===== src/rtl/iq_pkg.sv =====
package iq_pkg;

    localparam int REG_W = 5;
    localparam int NREG  = 1 << REG_W;
    localparam int NUNIT = 4;
    localparam int TAG_W = 9;

    typedef enum logic [1:0] {
        U_INT = 2'd0,
        U_FPU = 2'd1,
        U_LSU = 2'd2,
        U_SYS = 2'd3
    } unit_e;

    typedef struct packed {
        unit_e              unit;
        logic               serial;
        logic               dst_v;
        logic [REG_W-1:0]   dst;
        logic               sa_v;
        logic [REG_W-1:0]   sa;
        logic               sb_v;
        logic [REG_W-1:0]   sb;
        logic [TAG_W-1:0]   tag;
    } instr_t;

    localparam int INSTR_W = $bits(instr_t);

    // Any named register with an outstanding write blocks the instruction.
    function automatic logic touches_busy(input instr_t i, input logic [NREG-1:0] busy);
        return (i.dst_v && busy[i.dst]) ||
               (i.sa_v  && busy[i.sa])  ||
               (i.sb_v  && busy[i.sb]);
    endfunction

    // The younger of a head pair may not share a cycle with the older one.
    function automatic logic pair_conflict(input instr_t older, input instr_t younger);
        logic dep;
        dep = older.dst_v && ((younger.sa_v  && younger.sa  == older.dst) ||
                              (younger.sb_v  && younger.sb  == older.dst) ||
                              (younger.dst_v && younger.dst == older.dst));
        return dep || (older.unit == younger.unit);
    endfunction

endpackage


===== src/rtl/iq_store.sv =====
module iq_store
    import iq_pkg::*;
#(
    parameter int DEPTH = 6,
    localparam int PTR_W = $clog2(DEPTH),
    localparam int CNT_W = $clog2(DEPTH + 1)
) (
    input  logic             clk,
    input  logic             rst,
    input  logic             flush,
    input  logic [1:0]       wr_n,
    input  instr_t           wr0,
    input  instr_t           wr1,
    input  logic [1:0]       rd_n,
    output instr_t           head0,
    output instr_t           head1,
    output logic [CNT_W-1:0] count
);

    instr_t           slots [DEPTH];
    logic [PTR_W-1:0] head_q;
    logic [CNT_W-1:0] count_q;
    logic [PTR_W-1:0] tail0;
    logic [PTR_W-1:0] tail1;

    // Circular index advance; the step never exceeds DEPTH.
    function automatic logic [PTR_W-1:0] adv(input logic [PTR_W-1:0] p,
                                             input logic [CNT_W-1:0] k);
        logic [CNT_W:0] s;
        s = (CNT_W+1)'(p) + (CNT_W+1)'(k);
        if (s >= (CNT_W+1)'(DEPTH))
            s = s - (CNT_W+1)'(DEPTH);
        return PTR_W'(s);
    endfunction

    assign tail0 = adv(head_q, count_q);
    assign tail1 = adv(tail0, CNT_W'(1));
    assign head0 = slots[head_q];
    assign head1 = slots[adv(head_q, CNT_W'(1))];
    assign count = count_q;

    always_ff @(posedge clk) begin
        if (rst || flush) begin
            head_q  <= '0;
            count_q <= '0;
        end else begin
            head_q  <= adv(head_q, CNT_W'(rd_n));
            count_q <= count_q + CNT_W'(wr_n) - CNT_W'(rd_n);
        end
    end

    always_ff @(posedge clk) begin
        if (!rst && !flush) begin
            if (wr_n != 2'd0)
                slots[tail0] <= wr0;
            if (wr_n == 2'd2)
                slots[tail1] <= wr1;
        end
    end

endmodule


===== src/rtl/iq_issue.sv =====
module iq_issue
    import iq_pkg::*;
#(
    parameter int DEPTH = 6,
    localparam int CNT_W = $clog2(DEPTH + 1)
) (
    input  logic             flush,
    input  logic [CNT_W-1:0] count,
    input  instr_t           head0,
    input  instr_t           head1,
    input  logic [NUNIT-1:0] rs_ready,
    input  logic [NREG-1:0]  reg_busy,
    output logic             go0,
    output logic             go1,
    output logic [1:0]       rd_n
);

    logic quiet;
    logic ok0;
    logic ok1;

    assign quiet = (reg_busy == '0);

    always_comb begin
        ok0 = !flush && (count >= CNT_W'(1)) &&
              rs_ready[head0.unit] &&
              !touches_busy(head0, reg_busy) &&
              (!head0.serial || quiet);
        ok1 = ok0 && (count >= CNT_W'(2)) &&
              !head0.serial && !head1.serial &&
              rs_ready[head1.unit] &&
              !touches_busy(head1, reg_busy) &&
              !pair_conflict(head0, head1);
    end

    assign go0  = ok0;
    assign go1  = ok1;
    assign rd_n = {1'b0, ok0} + {1'b0, ok1};

endmodule


===== src/rtl/iq_route.sv =====
module iq_route
    import iq_pkg::*;
(
    input  logic                     go0,
    input  logic                     go1,
    input  instr_t                   head0,
    input  instr_t                   head1,
    output logic [NUNIT-1:0]         rs_valid,
    output logic [NUNIT*INSTR_W-1:0] rs_data
);

    for (genvar u = 0; u < NUNIT; u++) begin : g_unit
        logic sel0;
        logic sel1;
        assign sel0 = go0 && (head0.unit == unit_e'(u));
        assign sel1 = go1 && (head1.unit == unit_e'(u));
        assign rs_valid[u] = sel0 || sel1;
        assign rs_data[u*INSTR_W +: INSTR_W] = sel0 ? head0 :
                                               sel1 ? head1 : '0;
    end

endmodule


===== src/rtl/iq_dispatch.sv =====
module iq_dispatch
    import iq_pkg::*;
#(
    parameter int DEPTH = 6,
    localparam int CNT_W = $clog2(DEPTH + 1)
) (
    input  logic                     clk,
    input  logic                     rst,
    input  logic                     flush,
    input  logic [1:0]               fill_count,
    input  logic [INSTR_W-1:0]       fill_instr0,
    input  logic [INSTR_W-1:0]       fill_instr1,
    output logic [CNT_W-1:0]         free_slots,
    input  logic [NUNIT-1:0]         rs_ready,
    input  logic [NREG-1:0]          reg_busy,
    output logic [NUNIT-1:0]         rs_valid,
    output logic [NUNIT*INSTR_W-1:0] rs_data
);

    logic [CNT_W-1:0] count;
    instr_t           head0;
    instr_t           head1;
    logic             go0;
    logic             go1;
    logic [1:0]       rd_n;
    logic [1:0]       req;
    logic [1:0]       acc;

    assign free_slots = CNT_W'(DEPTH) - count;
    assign req        = (fill_count > 2'd2) ? 2'd2 : fill_count;

    always_comb begin
        if (flush)
            acc = 2'd0;
        else if (CNT_W'(req) > free_slots)
            acc = free_slots[1:0];
        else
            acc = req;
    end

    iq_store #(.DEPTH(DEPTH)) u_store (
        .clk   (clk),
        .rst   (rst),
        .flush (flush),
        .wr_n  (acc),
        .wr0   (instr_t'(fill_instr0)),
        .wr1   (instr_t'(fill_instr1)),
        .rd_n  (rd_n),
        .head0 (head0),
        .head1 (head1),
        .count (count)
    );

    iq_issue #(.DEPTH(DEPTH)) u_issue (
        .flush    (flush),
        .count    (count),
        .head0    (head0),
        .head1    (head1),
        .rs_ready (rs_ready),
        .reg_busy (reg_busy),
        .go0      (go0),
        .go1      (go1),
        .rd_n     (rd_n)
    );

    iq_route u_route (
        .go0      (go0),
        .go1      (go1),
        .head0    (head0),
        .head1    (head1),
        .rs_valid (rs_valid),
        .rs_data  (rs_data)
    );

endmodule


===== config.mk =====
export PLATFORM = sky130hd
export DESIGN_NAME = iq_dispatch
export DESIGN_NICKNAME = d
export VERILOG_FILES = /design/src/rtl/iq_pkg.sv /design/src/rtl/iq_store.sv /design/src/rtl/iq_issue.sv /design/src/rtl/iq_route.sv /design/src/rtl/iq_dispatch.sv
export SDC_FILE = /design/constraint.sdc
export NUM_CORES = 1
export LEC_CHECK = 0
export BUFFER_PORTS_ARGS = -buffer_cell sky130_fd_sc_hd__buf_2
export CAP_MARGIN = 20
export CORE_MARGIN = 2
export CORE_UTILIZATION = 54
export DETAILED_ROUTE_END_ITERATION = 12
export PLACE_DENSITY_LB_ADDON = 0.2
export SLEW_MARGIN = 20
export SYNTH_ARGS = -nofsm -noshare
export SYNTH_HDL_FRONTEND = slang
export SYNTH_HIERARCHICAL = 1
export SYNTH_SLANG_ARGS = --single-unit

===== constraint.sdc =====
create_clock -name clk -period 7.2 [get_ports clk]
set_clock_uncertainty 0.15 [all_clocks]
set_input_delay 0.72 -clock clk [delete_from_list [all_inputs] [get_ports clk]]
set_output_delay 0.72 -clock clk [all_outputs]
set_load 0.02 [all_outputs]

==> results.md, run 1 <==
* Critical path arrival at 6.21 ns
* Core Area at 28900 sq um
* Achievable frequency at 141 MHz
* Slew headroom at 0.238
* Met3 usage at 0.0610
* Pre-CTS WS at 0.764 ns
* EDFF count, synth at 180
* Leakage at 6.53 nW
* Met1 usage at 0.440
* Die Height at 176 um
* Final min period at 7.08 ns
* Clk slew on worst S/H paths at 0.07 ns
* CTS sink count at 186
* Hold depth at 2
* Filler Cell Count at 2314
* Final worst-path setup slack at 0.120 ns
* Most frequent cells in the layout: buf_2, edfxtp_1, mux4_2, mux2_2, nand2_1
* Hold/Removal Path Class: in2reg
* Initial antenna violation count at 8
* Routed WL at 50200 um
* # IOs at 228
* Required @ worst endpoint at 6.33 ns
* Worst-margin pin slew at 1.14 ns
* Share of cells above drive strength 1 at 0.435
* Crit path capture type: primary output
* GRT overflow at 0
* IO buf count at 223
* Grt peak-use layer: met2
* Ys flop type: edfxtp_1
* Clk_lat worst skew at 0.44 ns
* Vias per inst at 7.01
* Critical path startpoint category: register
* CTS tree: built
* Initial core utilization at 0.552
* Area of the multi-input gates at 9770 sq um
* Slew Limit Fails at 0
* Critical Path Fanout Max at 33
* Die width at 176 um
* DR iter-0 viols at 2013
* Htree depth at 4
* Vias at 13000
* Final Hold Viols at 0
* Post-synthesis cell area at 15900 sq um
* FF/Latch Area at 5530 sq um
* Fin crit share at 0.983
* Syn-to-layout area delta at 12.6%
* Setup Crit Path Kind: reg2out
* Post-synthesis sequential area ratio at 0.347
* Avg WL per Cell at 27.2 um
* Pre-Repair DR Iteration Count at 6
* Post-DRT Antenna Nets at 0
* Area contributors post-synth: edfxtp_1, mux4_2, mux2_2, mux2_4, mux2i_1
* Max cap viols at 0
* Root buffer cell: clkbuf_16
* Pin count of the biggest net entering global routing at 87
* Number of library cell types mapped by synthesis at 71
* Reg2reg path depth at 20
* Synth area leader: edfxtp_1
* Status: completed
* Seq cells post-synth at 186
* Routability cong. at 0.937
* CTS Buf Count at 17
* Final Setup Violations at 0
* Synth warnings at 6
* Cells after Synth at 1292
* Commonest non-fill, non-tap cell in the layout: buf_2
* Die area at 30900 sq um
* Row Count at 62
* Post-cts hold buffer count at 0
* First-pass GRT wire length at 75500 um
* Post-synth top area share at 0.339
* Maximum VDD drop at 168 uV
* Final nets at 1564
* Total Routing Usage GR at 0.321
* Vias in the first global route at 12400
* # DRC at 0
* Dpl hpwl at 34000 um
* Met2 global-route usage at 0.508
* RSZ-0062 raised after global routing: false
* Ys async rst share at 0
* Setup TNS at 0 ns
* CTS max path bufs at 2
* Avg Cell Area, Syn at 12.3 sq um
* Pwr dens at 139 nW/um^2
==> registers in the layout, indices dropped and copies added (netlist names) <==
name / cells
u_store/count: 3
u_store/head_q: 3
u_store/slots: 180
==> cells in the mapped netlist (all sizes together) (4+ instances only) <==
cell	number
mux2i	72
mux2	182
ha	15
nor3b	4
and2	4
a31oi	4
o21bai	9
xnor2	8
buf	71
o21a	31
clkbuf	71
and4b	28
nor4bb	28
nand2b	5
a21oi	37
nor2b	6
nand2	75
dfxtp	6
a31o	57
xor2	17
o31ai	59
and3	5
nand3	10
fa	4
or2	4
edfxtp	180
nand4	32
nand4b	30
mux4	113
o21ai	12
inv	18
nor2	51
nor4	12
==> power by group <==
part | total, mW | switching, mW | internal [mW] | leakage (nW)
clock network | 0.890 | 0.414 | 0.476 | 0.270
registers | 1.22 | 0.0102 | 1.21 | 1.67
logic | 0.385 | 0.209 | 0.175 | 4.58
total | 2.49 | 0.634 | 1.86 | 6.53
==> worst max-delay path: stages, from the launching register on <==
cell	delay, ns
dfxtp_4	0.46
ha_1	0.23
xor2_1	0.23
a32oi_1	0.14
a21oi_4	0.21
buf_4	0.36
mux4_2	0.27
o21a_1	0.59
mux4_2	0.59
mux2_2	0.27
o21ai_0	0.24
o21ai_0	0.15
a2111oi_2	0.83
nand2_1	0.11
buf_4	0.31
o31ai_1	0.50
buf_2	0.26
==> cell type report <==
| class | instances | share of cell area |
|---|---|---|
| Clock buffer | 17 | 0.0237 |
| Clock inverter | 15 | 0.00711 |
| Tap cell | 384 | 0.0268 |
| Timing Repair Buffer | 272 | 0.0855 |
| Inverter | 18 | 0.00376 |
| Sequential cell | 186 | 0.308 |
| Antenna cell | 7 | 0.000976 |
| Multi-Input combinational cell | 949 | 0.544 |
==> per-layer routing <==
metal / up-vias / part of all wire / routed length, um
met2: 869 / 0.47 / 23600
met4: 4 / 0.032 / 1600
met1: 6415 / 0.40 / 19900
met5: - / 0.00046 / 23
met3: 127 / 0.10 / 5080
li1: 5536 / - / -
==> final timing paths <==
path | startpoint | endpoint | slack [ns]
worst max register to register | u_store/head_q[0] | u_store/count[2] | 0.56
worst max-delay path | u_store/head_q[0] | rs_data[103] | 0.12
worst min-delay path | fill_instr0[6] | u_store/slots[3][6] | 0.49
worst min register to register | u_store/count[2] | u_store/count[2] | 0.65
==> what timing repair did <==
| item | CTS | global route |
|---|---|---|
| buffers inserted | 0 | 1 |
| gates resized for setup | 0 | 1 |
| setup endpoints to repair | 0 | 20 |
==> kinds of logic after synthesis <==
| group | count (synthesis) | share of synthesized area |
|---|---|---|
| simple gates | 306 | 0.120 |
| mux | 367 | 0.347 |
| fa+ha+maj | 19 | 0.0168 |
| other cells | 1 | 0.000235 |
| xor+xnor | 26 | 0.0157 |
| buf+inv | 160 | 0.0470 |
| flops | 186 | 0.347 |
| compound gates | 227 | 0.107 |
==> stage by stage <==
step                      instances  total power, mW  instance area [sq um]  utilization  hold slack (ns)
after detailed placement       1808             1.61                  17400        0.602            0.645
after CTS                      1840             2.50                  17900        0.621            0.479
final                          1848             2.49                  18000        0.622            0.493
after global placement         1808             1.61                  17400        0.602            0.622
after floorplan                1295             1.48                  16000            -            0.468
after global routing           1842             2.57                  17900        0.622            0.487
No activity file was read; power rests on OpenSTA's default activity.
==> run 2: changes to the inputs <==
CORE_UTILIZATION = 55   (was 54)
CTS_BUF_LIST = sky130_fd_sc_hd__clkbuf_2   (was default)
==> run 2 against run 1 <==
Net effect: global-route usage grew 0.71 points; power shrank 10%; die area shrank 1.8%; count of clock-buffer cells in the layout is the same; critical path type unchanged; cell count grew 0.27%; worst setup slack gained 0.075 ns.
==> results.md, run 2 (synthesis results as in run 1) <==
* Status: completed
* Routed WL at 50300 um (+0.20%)
* Fin area at 17800 sq um (-1.0%)
* Total Routing Usage GR at 0.328 (+0.00710)
* Critical path startpoint category: register
* Vias in the first global route at 12400 (+0.26%)
* CTS sink count at 186 (unchanged)
* Pre-CTS WS at 0.142 ns (-0.622 ns)
* Commonest non-fill, non-tap cell in the layout: buf_2
* Most frequent cells in the layout: buf_2, edfxtp_1, mux4_2, mux2_2, nand2_1
* Die width at 174 um (-0.89%)
* Crit path from: u_store/head_q[2]
* Clk slew on worst S/H paths at 0.29 ns (+0.22 ns)
* Maximum VDD drop at 114 uV (-32%)
* Syn-to-layout area delta at 11.5%
* Placed cell area at 17400 sq um (about the same)
* Worst-margin pin slew at 1.18 ns (+0.0349 ns)
* # IOs at 228 (unchanged)
* Root buffer cell: clkbuf_2
* GRT overflow at 0 (unchanged)
* Routability cong. at 0.979 (+4.5%)
* Post-Layout Cell Count at 1853 (+0.27%)
* Pre-Repair DR Iteration Count at 6 (unchanged)
* Die area at 30400 sq um (-1.8%)
* CTS Buf Count at 17 (unchanged)
* Initial core utilization at 0.557 (+0.00449)
* Vias at 13000 (+0.75%)
* Htree depth at 4 (unchanged)
* CTS max path bufs at 2 (unchanged)
* Leakage at 6.47 nW (-0.89%)
* Final min period at 7.00 ns (-0.0752 ns)
* Clk_lat worst skew at 0.82 ns (+0.38 ns)
* Slew Limit Fails at 0 (unchanged)
* Share of cells above drive strength 1 at 0.442 (+0.00680)
* Achievable frequency at 143 MHz (+1.1%)
* # DRC at 0 (unchanged)
* Avg WL per Cell at 27.2 um (about the same)
* Hold Path Origin: fill_instr0[25]
* Pin count of the biggest net entering global routing at 117 (+34%)
* Critical Path Fanout Max at 29 (-12%)
* Final nets at 1571 (+0.45%)
* Core Area at 28600 sq um (-0.81%)
* Fin crit share at 0.973 (-0.0104)
* Hold Slack at 0.0883 ns (-0.405 ns)
* Vias per inst at 7.04 (+0.48%)
* Hold/Removal Path Class: in2reg
* Required @ worst endpoint at 6.33 ns (about the same)
* Max reg flops at 180 (unchanged)
* DP Cell Count at 1811 (+0.17%)
* First-pass GRT wire length at 75400 um (about the same)
* Pwr dens at 126 nW/um^2 (-9.3%)
* IO buf count at 223 (unchanged)
* Post-DRT Antenna Nets at 0 (unchanged)
* CTS tree: built
* Final Hold Viols at 0 (unchanged)
* Crit path capture type: primary output
* Critical path arrival at 6.13 ns (-0.08 ns)
* Max cap viols at 0 (unchanged)
* FF-to-FF setup slack at 1.26 ns (+0.70 ns)
* Initial antenna violation count at 9 (+1)
* Row Count at 62 (unchanged)
* RSZ-0062 raised after global routing: false
* Final Setup Violations at 0 (unchanged)
* Slew headroom at 0.214 (-0.0233)
* Largest reg by FF count: u_store/slots
* Die Height at 174 um (-0.89%)
* Final worst-path setup slack at 0.195 ns (+0.0752 ns)
* Setup TNS at 0 ns (unchanged)
* Dpl hpwl at 34700 um (+1.9%)
* Setup Crit Path Kind: reg2out
* DR iter-0 viols at 1574 (-22%)
* R2R Path Start: u_store/head_q[2]
## run 2: cell count changes in the layout (fill, tap and decap cells not counted), sizes merged
cell         previous run  this run
buf                   272       278
clkinv                 10         5
bufinv                  1         5
diode                   7         5
clkinvlp                2         3
dlygate4sd3             0         1
## run 2: path summary, 6_finish.rpt
check                         endpoint  depth (start not counted)
setup / recovery           rs_data[11]                         12
hold / removal    u_store/slots[3][25]                          2
setup reg to reg      u_store/count[2]                         18
hold reg to reg       u_store/count[2]                          3
## run 2: timing repair
| item | CTS | global route |
|---|---|---|
| endpoints found under the setup margin | 110 | 53 |
| pin swaps | 1 | 1 |
| gates resized for setup | 9 | 4 |
| setup buffers | 3 | 1 |
| hold buffers | 1 | 0 |
| hold endpoints to repair | 1 | 0 |
## run 2: stage by stage
step | util | power, mW
6_report | 0.621 | 2.24
5_1_grt | 0.621 | 2.31
4_1_cts | 0.619 | 2.24
3_5_place_dp | 0.606 | 1.62
3_3_place_gp | 0.606 | 1.61
2_1_floorplan | - | 1.48
## run 2: layout make-up
cell class	instances	area (sq um)
timing repair buffer	279	1550
tap	384	480
inverter	18	67.6
clock buffer	17	85.1
antenna	5	12.5
fill	2267	10900
sequential	186	5530
clock inverter	15	223
multi-input combinational	949	9810
## run 2: per-layer routing
metal	up-vias	routed length [um]	track usage
met4	8	2210	0.162
met3	132	5230	0.0573
met5	-	53	0
met1	6465	19700	0.447
li1	5546	-	-
met2	897	23100	0.509
## run 2: worst max-delay path, stage by stage (launching register included)
cell	delay, ns
dfxtp_2	0.49
buf_4	0.29
nor2_1	0.08
a21oi_1	0.79
buf_4	0.33
mux4_2	0.50
or4b_2	0.63
o2111ai_1	0.23
nand4_1	0.28
inv_2	0.22
or3b_1	0.84
a31o_2	0.47
buf_2	0.17
## run 2: report_power, final
part / switching [mW] / internal (mW)
Combinational: 0.211 / 0.177
Clock: 0.369 / 0.264
Sequential: 0.00973 / 1.21
Total: 0.590 / 1.65
==> run 3: changes to the inputs <==
--- a/constraint.sdc
+++ b/constraint.sdc
@@ -4,2 +4,2 @@
 set_output_delay 0.72 -clock clk [all_outputs]
-set_load 0.02 [all_outputs]
+set_load 0.005 [all_outputs]
==> run 3 against run 2 <==
Net effect: routed wire length is 1.5% lower; utilization shrank 0.28 points; combinational power decreased by 1%; sequential share of layout area rose by 0.14 points; worst setup slack gained 0.061 ns; clock power fell by 10%; register-to-register slack worse by 0.20 ns; cell count shrank 0.43%; non-clock buffer count is 5 lower; flip-flop and latch count stayed put; cell area fell by 0.45%; critical endpoint is now rs_data[81]; highest routed layer unchanged.
==> results.md, run 3 (synthesis results as in run 1) <==
* Status: completed
* Root buffer cell: clkbuf_2
* Largest reg by FF count: u_store/slots
* Max reg flops at 180 (unchanged)
* Slew Limit Fails at 0 (unchanged)
* CTS Buf Count at 17 (unchanged)
* Post-DRT Antenna Nets at 0 (unchanged)
* CTS sink count at 186 (unchanged)
* Final Core Density at 0.618 (-0.00280)
* Routed WL at 49500 um (-1.5%)
* Hold/Removal Path Class: in2reg
* Pwr dens at 123 nW/um^2 (-2.6%)
* # IOs at 228 (unchanged)
* DR iter-0 viols at 1645 (+4.5%)
* Avg WL per Cell at 26.9 um (-1.1%)
* Met2 global-route usage at 0.514 (+0.00430)
* Final Hold Viols at 0 (unchanged)
* Post-cts hold buffer count at 0 (-1)
* Vias per inst at 6.95 (-1.4%)
* Filler Cell Count at 2293 (+1.1%)
* Slew headroom at 0.196 (-0.0179)
* IO buf count at 223 (unchanged)
* Met3 usage at 0.0682 (+0.0109)
* Max cap viols at 0 (unchanged)
* Vias in the first global route at 12500 (+0.84%)
* Initial antenna violation count at 6 (-3)
* Pin count of the biggest net entering global routing at 92 (-21%)
* Share of cells above drive strength 1 at 0.441 (-0.00123)
* CTS tree: built
* Grt peak-use layer: met2
* Htree depth at 4 (unchanged)
* Syn-to-layout area delta at 11.0%
* First-pass GRT wire length at 74700 um (-0.90%)
* Vias at 12800 (-1.8%)
* Dpl hpwl at 34300 um (-1.0%)
* Die area at 30400 sq um (unchanged)
* Leakage at 6.42 nW (-0.73%)
* CTS max path bufs at 2 (unchanged)
* Critical path startpoint category: register
* Critical path arrival at 6.07 ns (-0.06 ns)
* Setup Crit Path Kind: reg2out
* Clk_lat worst skew at 0.79 ns (-0.03 ns)
* Placed cell area at 17300 sq um (-0.13%)
* Crit path capture type: primary output
* Clk slew on worst S/H paths at 0.28 ns (about the same)
* Total Routing Usage GR at 0.321 (-0.00680)
* Fin crit share at 0.964 (-0.00844)
* Final nets at 1566 (-0.32%)
* # DRC at 0 (unchanged)
* Initial core utilization at 0.557 (unchanged)
* Maximum VDD drop at 98.2 uV (-14%)
* Die width at 174 um (unchanged)
* Row Count at 62 (unchanged)
* Critical Path Fanout Max at 22 (-24%)
* Routability cong. at 0.941 (-3.8%)
* Pre-Repair DR Iteration Count at 8 (+2)
* Achievable frequency at 144 MHz (+0.87%)
* Die Height at 174 um (unchanged)
* Met1 usage at 0.425 (-0.0221)
* Final min period at 6.94 ns (-0.0607 ns)
* Fin area at 17700 sq um (-0.45%)
* Worst-margin pin slew at 1.21 ns (+0.0268 ns)
* Most frequent cells in the layout: buf_2, edfxtp_1, mux4_2, mux2_2, nand2_1
* Core Area at 28600 sq um (unchanged)
* Commonest non-fill, non-tap cell in the layout: buf_2
* GRT overflow at 0 (unchanged)
* Required @ worst endpoint at 6.33 ns (about the same)
* Final Setup Violations at 0 (unchanged)
run 3: critical path: stages, from the launching register on:
cell and delay (ns):
dfxtp_2 0.47, ha_1 0.23, xor2_1 0.25, a32oi_1 0.13
a21oi_4 0.20, buf_12 0.14, buf_6 0.26, mux4_2 0.26
o21a_1 0.72, mux4_2 0.41, mux2i_1 0.27, mux4_2 0.29
nor2b_1 0.09, a2111oi_4 0.51, and3b_2 0.39, buf_4 0.32
a31o_2 0.21, buf_2 0.12
run 3: per-stage QoR:
step	hold WS, ns	TNS (ns)	instances	total power [mW]	worst slack [ns]
floorplan	0.468	0	1295	1.47	0.404
global placement	0.621	0	1807	1.60	0.732
detailed placement	0.635	0	1807	1.61	0.578
CTS	0.0411	0	1839	2.17	0.00699
global route	0.0604	-0.00426	1845	2.24	-0.00233
finish	0.115	0	1845	2.17	0.256
run 3: path summary, 6_finish.rpt:
path / startpoint / endpoint / slack, ns / cells after the start
worst max-delay path: u_store/head_q[1] / rs_data[81] / 0.26 / 17
worst min-delay path: rst / u_store/count[0] / 0.12 / 3
worst max register to register: u_store/head_q[1] / u_store/count[2] / 1.06 / 21
worst min register to register: u_store/count[2] / u_store/count[2] / 0.69 / 3
run 3: area by class of cell:
class / count / area [sq um] / share of cell area
sequential: 186 / 5530 / 0.313
tap: 384 / 480 / 0.0272
antenna: 2 / 5.00 / 0.000283
timing repair buffer: 274 / 1520 / 0.0861
multi-input combinational: 949 / 9820 / 0.555
inverter: 18 / 67.6 / 0.00382
clock inverter: 13 / 164 / 0.00927
clock buffer: 19 / 95.1 / 0.00538
run 3: what timing repair did:
action,in CTS,in global routing
cloned,0,0
setup buffers,0,4
endpoints found under the setup margin,105,83
pin swaps,0,1
resized for setup,7,5
run 3: power by group:
group	internal, mW	total (mW)	switching [mW]	leakage [nW]
logic	0.176	0.383	0.207	4.59
clock network	0.201	0.570	0.368	0.158
registers	1.21	1.22	0.00988	1.67
run 3: routing by layer:
layer / vias to the layer above / routed length [um]
met5: - / 47
met4: 8 / 1940
met3: 143 / 5020
met2: 844 / 23000
met1: 6279 / 19500
li1: 5540 / -
